### config.mk
export PLATFORM = sky130hd
export DESIGN_NAME = busparity_unit
export DESIGN_NICKNAME = d
export VERILOG_FILES = /design/src/rtl/busparity_pkg.sv /design/src/rtl/bp_parity_tree.sv /design/src/rtl/bp_gen.sv /design/src/rtl/bp_check.sv /design/src/rtl/bp_report.sv /design/src/rtl/busparity_unit.sv
export SDC_FILE = /design/constraint.sdc
export NUM_CORES = 1
export LEC_CHECK = 0
export ABC_AREA = 1
export BUFFER_PORTS_ARGS = -buffer_cell sky130_fd_sc_hd__buf_2
export CAP_MARGIN = 30
export CORE_MARGIN = 3
export CORE_UTILIZATION = 56
export CTS_CLUSTER_DIAMETER = 40
export DETAILED_ROUTE_END_ITERATION = 7
export PLACE_DENSITY = 0.95
export SKIP_LAST_GASP = 1
export SLEW_MARGIN = 20
export SYNTH_ARGS = -nofsm -noshare
export SYNTH_HDL_FRONTEND = slang
export SYNTH_HIERARCHICAL = 1
export SYNTH_SLANG_ARGS = --single-unit
### constraint.sdc
create_clock -name clk -period 2.71 [get_ports clk]
set_input_delay 0.4065 -clock clk [delete_from_list [all_inputs] [get_ports clk]]
set_output_delay 0.4065 -clock clk [all_outputs]
set_load 0.005 [all_outputs]
### src/rtl/busparity_pkg.sv
package busparity_pkg;
  parameter logic [3:0] SPECIAL_CMD = 4'b0001;

  typedef struct packed {
    logic data_bad;
    logic data_special;
    logic addr_bad;
  } chk_err_t;
endpackage

### src/rtl/bp_parity_tree.sv
module bp_parity_tree #(
  parameter int DATA_W = 32,
  parameter int BE_W   = 4
) (
  input  logic [DATA_W-1:0] ad,
  input  logic [BE_W-1:0]   cbe_n,
  output logic              par
);
  localparam int LANE_W = DATA_W / BE_W;

  logic [BE_W-1:0] lane_par;

  // each byte lane folded together with its own enable line
  for (genvar g = 0; g < BE_W; g++) begin : g_lane
    assign lane_par[g] = ^{ad[g*LANE_W +: LANE_W], cbe_n[g]};
  end

  assign par = ^lane_par;
endmodule

### src/rtl/bp_gen.sv
module bp_gen #(
  parameter int DATA_W = 32,
  parameter int BE_W   = 4
) (
  input  logic              clk,
  input  logic              rst_n,
  input  logic              drive_en,
  input  logic [DATA_W-1:0] ad,
  input  logic [BE_W-1:0]   cbe_n,
  output logic              par_out,
  output logic              par_oe
);
  logic calc;

  bp_parity_tree #(.DATA_W(DATA_W), .BE_W(BE_W)) u_tree (
    .ad(ad), .cbe_n(cbe_n), .par(calc)
  );

  // parity lags its word by one clock
  always_ff @(posedge clk or negedge rst_n) begin
    if (!rst_n) begin
      par_out <= 1'b0;
      par_oe  <= 1'b0;
    end else begin
      par_out <= calc;
      par_oe  <= drive_en;
    end
  end
endmodule

### src/rtl/bp_check.sv
module bp_check
  import busparity_pkg::*;
#(
  parameter int DATA_W = 32,
  parameter int BE_W   = 4
) (
  input  logic              clk,
  input  logic              rst_n,
  input  logic              drive_en,
  input  logic              addr_phase,
  input  logic              irdy_n,
  input  logic              trdy_n,
  input  logic [DATA_W-1:0] ad,
  input  logic [BE_W-1:0]   cbe_n,
  input  logic              par_in,
  output chk_err_t          err
);
  localparam logic [BE_W-1:0] SPECIAL = BE_W'(SPECIAL_CMD);

  logic            calc;
  logic            exp_q;
  logic            dchk_q;
  logic            achk_q;
  logic            spec_q;
  logic [BE_W-1:0] cmd_q;
  logic            mismatch;

  bp_parity_tree #(.DATA_W(DATA_W), .BE_W(BE_W)) u_tree (
    .ad(ad), .cbe_n(cbe_n), .par(calc)
  );

  always_ff @(posedge clk or negedge rst_n) begin
    if (!rst_n) begin
      exp_q  <= 1'b0;
      dchk_q <= 1'b0;
      achk_q <= 1'b0;
      spec_q <= 1'b0;
      cmd_q  <= '0;
    end else begin
      exp_q  <= calc;
      achk_q <= addr_phase && !drive_en;
      dchk_q <= !addr_phase && !drive_en && !irdy_n && !trdy_n;
      spec_q <= (cmd_q == SPECIAL);
      if (addr_phase) cmd_q <= cbe_n;
    end
  end

  // parity bit arrives one clock after the word captured in exp_q
  assign mismatch         = exp_q ^ par_in;
  assign err.data_bad     = dchk_q && mismatch && !spec_q;
  assign err.data_special = dchk_q && mismatch && spec_q;
  assign err.addr_bad     = achk_q && mismatch;
endmodule

### src/rtl/bp_report.sv
module bp_report
  import busparity_pkg::*;
(
  input  logic     clk,
  input  logic     rst_n,
  input  chk_err_t err,
  input  logic     perr_resp_en,
  input  logic     serr_en,
  input  logic     dpe_clr,
  input  logic     ape_clr,
  output logic     perr_out,
  output logic     perr_oe,
  output logic     serr_pull,
  output logic     dpe_flag,
  output logic     ape_flag
);
  logic perr_low_q;
  logic perr_rel_q;
  logic perr_req;

  assign perr_req = perr_resp_en && err.data_bad;

  always_ff @(posedge clk or negedge rst_n) begin
    if (!rst_n) begin
      perr_low_q <= 1'b0;
      perr_rel_q <= 1'b0;
      serr_pull  <= 1'b0;
      dpe_flag   <= 1'b0;
      ape_flag   <= 1'b0;
    end else begin
      perr_low_q <= perr_req;
      perr_rel_q <= perr_low_q && !perr_req;
      serr_pull  <= serr_en && (err.addr_bad || err.data_special);
      dpe_flag   <= err.data_bad || err.data_special || (dpe_flag && !dpe_clr);
      ape_flag   <= err.addr_bad || (ape_flag && !ape_clr);
    end
  end

  assign perr_oe  = perr_low_q || perr_rel_q;
  assign perr_out = !perr_low_q;
endmodule

### src/rtl/busparity_unit.sv
module busparity_unit
  import busparity_pkg::*;
#(
  parameter int DATA_W = 32,
  parameter int BE_W   = 4
) (
  input  logic              clk,
  input  logic              rst_n,
  input  logic              drive_en,
  input  logic              addr_phase,
  input  logic              irdy_n,
  input  logic              trdy_n,
  input  logic [DATA_W-1:0] ad,
  input  logic [BE_W-1:0]   cbe_n,
  input  logic              par_in,
  input  logic              perr_resp_en,
  input  logic              serr_en,
  input  logic              dpe_clr,
  input  logic              ape_clr,
  output logic              par_out,
  output logic              par_oe,
  output logic              perr_out,
  output logic              perr_oe,
  output logic              serr_pull,
  output logic              dpe_flag,
  output logic              ape_flag
);
  chk_err_t err;

  bp_gen #(.DATA_W(DATA_W), .BE_W(BE_W)) u_gen (
    .clk(clk), .rst_n(rst_n), .drive_en(drive_en), .ad(ad), .cbe_n(cbe_n),
    .par_out(par_out), .par_oe(par_oe)
  );

  bp_check #(.DATA_W(DATA_W), .BE_W(BE_W)) u_check (
    .clk(clk), .rst_n(rst_n), .drive_en(drive_en), .addr_phase(addr_phase),
    .irdy_n(irdy_n), .trdy_n(trdy_n), .ad(ad), .cbe_n(cbe_n),
    .par_in(par_in), .err(err)
  );

  bp_report u_report (
    .clk(clk), .rst_n(rst_n), .err(err), .perr_resp_en(perr_resp_en),
    .serr_en(serr_en), .dpe_clr(dpe_clr), .ape_clr(ape_clr),
    .perr_out(perr_out), .perr_oe(perr_oe), .serr_pull(serr_pull),
    .dpe_flag(dpe_flag), .ape_flag(ape_flag)
  );
endmodule

# Word level (Yosys, flattened, before mapping)
# Cells that the tools add are included.
[word_totals]
ff_bits = 14
latch_bits = 0
ramBits = 0
romBits = 0
inputBits = 47
out_inout_bits = 7
mem_count = 0
[classes]
addsub = 0
n_mul = 0
div = 0
order_cmp = 0
eq_ne = 1
shifts = 0
n_mux = 0
bitwise_logic = 1
n_reduce_logical = 32
[ops]
columns = ["cell", "count"]
rows = [
  ["9-bit parity", 4],
  ["1-bit logical AND", 13],
  ["1-bit logical NOT", 9],
  ["1-bit logical OR", 5],
  ["4-bit by 1-bit equality test with 1-bit output (second input constant)", 1],
  ["4-bit parity", 1],
  ["1-bit bitwise XOR", 1],
]

# Depth between registers and ports, before layout
[logic_depth]
depth_word = 6
mapped_depth = 14

# Modules after synthesis
# Netlist, hierarchy kept.
[modules_own_cells]
columns = ["module", "instances", "cells_per_inst", "area_per_inst_um2", "seq_area_each_um2"]
rows = [
  ["bp_parity_tree", 2, 119, 589.3, 0.0],
  ["bp_check", 1, 35, 316.6, 200.2],
  ["bp_report", 1, 21, 192.7, 125.1],
  ["bp_gen", 1, 2, 50.0, 50.0],
]

# Worst setup path before layout
# Ideal clock, no wire load.
[synth_timing]
path_type = "input port to flip-flop"
startpoint = "input cbe_n[0]"
endpoint = "register u_check.exp_q"
setup_ps = 116
t_arrival_ps = 1086
required_time_ps = 2594
path_slack_ps = 1507
stages = 14
cell_sequence = "inv_1 nand2_2 nand2_2 nand2_2 nand2_1 nand2_1 nand2_1 nand2_2 nand2_2 inv_1 nand2_1 nand2_1 nand2_1 nand2_1"
[synth_via]
elab_chain_len = 2
[synth_lines]
columns = ["item", "line_no", "source"]
rows = [
  ["from (decl)", "busparity_unit.sv:14", "input logic [BE_W-1:0] cbe_n,"],
  ["9-bit parity", "bp_parity_tree.sv:15", "assign lane_par[g] = ^{ad[g*LANE_W +: LANE_W], cbe_n[g]};"],
  ["4-bit parity", "bp_parity_tree.sv:18", "assign par = ^lane_par;"],
  ["via u_check.calc", "bp_check.sv:20", "logic calc;"],
  ["to (signal assigned)", "bp_check.sv:40", "exp_q <= calc;"],
  ["to (decl)", "bp_check.sv:21", "logic exp_q;"],
]
# The timed path passes the listed nets, and every way through them passes these cells.
# A chain may end at the register's enable or synchronous reset.

# Worst setup path in the final report
[layout_timing]
startpoint = "register u_report.perr_rel_q"
endpoint = "output perr_oe"
[layout_via]
elab_chain_len = 1
[layout_lines]
columns = ["item", "line_no", "source"]
rows = [
  ["from (decl)", "bp_report.sv:18", "logic perr_rel_q;"],
  ["from (signal assigned)", "bp_report.sv:32", "perr_rel_q <= perr_low_q && !perr_req;"],
  ["1-bit logical OR", "bp_report.sv:39", "assign perr_oe = perr_low_q || perr_rel_q;"],
  ["to (decl)", "busparity_unit.sv:23", "output logic perr_oe,"],
]
# Every way passes these cells.

==> impl_metrics.yaml <==
die:
  rows: 19
  io_pins: 54
  start_util_pct: 60.92
  die_w_um: 61.71
  fp.dieH_um: 61.71
  core_area_mm2: 0.002853
  dieArea_mm2: 0.003808
route:
  drcViolationCount: 0
  dr.first_iter.drc_count: 39
  via_per_inst: 4.646
  ant_nets: 0
  routedWlPerCell_um: 8.516
  dr.pass1.iters: 4
  vias: 1784
  wl_um: 3270
yosys:
  seq_area_frac_synth_pct: 21.60
  syn_avg_cell_area_um2: 5.871
  synthMuxAreaShare_pct: 0
  yosys.area_share.simple_pct: 44.71
  synth_top_family_by_area: "simple AND/OR/NAND/NOR gates"
  synth_compound_area_share_pct: 0.7919
  synthXorXnorAreaFrac_pct: 20.16
  synth_cell_types: 15
  synth-seq-cells: 15
  synth_fa_ha_area_share_pct: 0
  syn_nets: 343
  synth_area_mm2: 0.001738
  yosys_warnings: 6
  synthCells: 296
layout:
  syn_to_final_growth_pct: 19.01
  postLayoutCellArea_mm2: 0.002068
  postLayoutCoreUtil_pct: 72.50
  fin_nets: 401
  insertedDiodeCount: 0
  final_common_cell: "nand2_1"
  instances_no_fill: 384
  final_cell_mix: "nand2_1, buf_2, inv_1"
  drive_above_1_share_pct: 24.65
global_route:
  gr-total-overflow: 0
  antenna_found_initial: 0
  gr-max-usage-layer: "met2"
  grt_pass1_vias: 1541
  met3_usage_pct: 2.893
  grt_use_total_pct: 18.41
  grt_max_degree: 16
  met1_usage_pct: 19.92
  grt_first_pass_wirelength_um: 5499
  grt_use_met2_pct: 35.28
clock_tree:
  cts_htree_levels: 1
  clk_path_buf_depth: 2
  cts_hold_buf: 0
  cts_tree: "yes"
  clk_root_buffer_cell: "clkbuf_4"
  postCtsSetupBuffers: 0
  cts.clk_slew.worst_paths_ps: 80
  clkSinkCount: 15
  clk_latency_ps: 280
  ctsResizeCount: 0
  numCtsBuffers: 3
sta:
  rsz0062_at_grt: "no"
  finalCritPeriodShare_pct: 50.90
  slew_viol_final: 0
  relSlewSlack_pct: 79.19
  worst_pin_slew_ps: 312.2
  tns_ps: 0
  fmax_mhz: 724.9
  min_period_ps: 1380
  setup_violations: 0
  holdWs_ps: 4.717
  skew_ps: 1.895
  hold_violations: 0
place:
  place_hpwl_um: 2889
  dp.cells: 380
  port_buffers: 53
  routabilityCongestion: 0.7531
  postPlaceCellArea_mm2: 0.002042
worst_setup_path:
  crit_type: "flip-flop to output port"
  cp-end-kind: "output port"
  rr_endpoint: "u_report/perr_rel_q"
  reg2reg_slack_ps: 1740
  worstPathArrival_ps: 970
  reg2reg_depth: 4
  critical_path_required_ps: 2300
  start_kind: "flip-flop"
  r2r-start: "u_check/exp_q"
  cp_max_fo: 1
  crit_path_start: "u_report/perr_rel_q"
power_and_ir_drop:
  p_leak_nw: 1.362
  ir_drop_mv: 0.1997
  power_density_mw_per_mm2: 379.7
outcome:
  status: "complete, no violations"
job:
  maxCapViolations: 0
hold_path:
  hp-class: "input port to asynchronous set/reset pin"
[Yosys cell counts]
library cell | n | area share, %
nand2_1 | 122 | 26
inv_1 | 52 | 11
nand3_1 | 25 | 7.2
xor2_1 | 24 | 12
nand2_2 | 22 | 7.9
xnor2_1 | 16 | 8.1
dfrtp_1 | 15 | 22
inv_2 | 7 | 1.5
nor2_1 | 7 | 1.5
a21oi_2 | 1 | 0.50
and3_1 | 1 | 0.36
nor3_1 | 1 | 0.29
nor3b_2 | 1 | 0.72
o21ai_0 | 1 | 0.29
or2_1 | 1 | 0.36
[worst max-delay path by stage]
stage               slack (ps)  cells past startpoint       endpoint
CTS                       1320                      2        perr_oe
global route              1260                      2        perr_oe
floorplan                 1510                     14  u_check/exp_q
global placement          1280                     14  u_gen/par_out
finish                    1330                      2        perr_oe
detailed placement        1250                     14  u_check/exp_q
[worst max-delay path: stages (launching register included)]
cell	delay, ps
dfrtp_1	360
or2_1	210
buf_2	120
[metal layers]
| metal | up-vias | wire [µm] | share of wire, % |
|---|---|---|---|
| met5 | - | 0 | 0 |
| met4 | 0 | 69 | 2.1 |
| met2 | 45 | 1680 | 51 |
| met3 | 11 | 176 | 5.4 |
| li1 | 978 | - | - |
| met1 | 750 | 1343 | 41 |
[area by class of cell]
class                   instances  area, µm²
multi-input cells             222       1141
fillers                       253      784.5
flip-flops and latches         15      375.4
repair buffers                 53      265.3
inverters                      59      221.5
well taps                      31      38.79
clock buffers                   4      26.28
[power breakdown]
part           switching [mW]  internal (mW)
clock network          0.0657         0.0572
registers              0.0110          0.252
logic                   0.237          0.162
[registers in the layout, summed over array words and instances, names as in the netlist]
| register | flops |
|---|---|
| u_check/dchk_q | 1 |
| u_check/achk_q | 1 |
| u_check/exp_q | 1 |
| u_check/spec_q | 1 |
| u_report/dpe_flag | 1 |
| u_check/cmd_q | 4 |
| u_report/ape_flag | 1 |
| u_gen/par_out | 1 |
| u_report/serr_pull | 1 |
| u_gen/par_oe | 1 |
| u_report/perr_rel_q | 1 |
| u_report/perr_low_q | 1 |
[per-stage QoR]
step	power [mW]	setup slack, ps
2_1_floorplan	0.5460	1507
3_3_place_gp	0.6495	1285
3_5_place_dp	0.6689	1254
4_1_cts	0.7903	1315
5_1_grt	0.8688	1264
6_report	0.7852	1331
[logic make-up (layout without fill, tap and decap cells)]
group                     after synthesis  count (layout)
DFF                                    15              15
AOI/OAI and AO/OA                       2               2
xor gates and xnor gates               40              40
and+or+nand+nor                       180             180
buffers and inverters                  59             116
(Power assumes the default switching activity.)
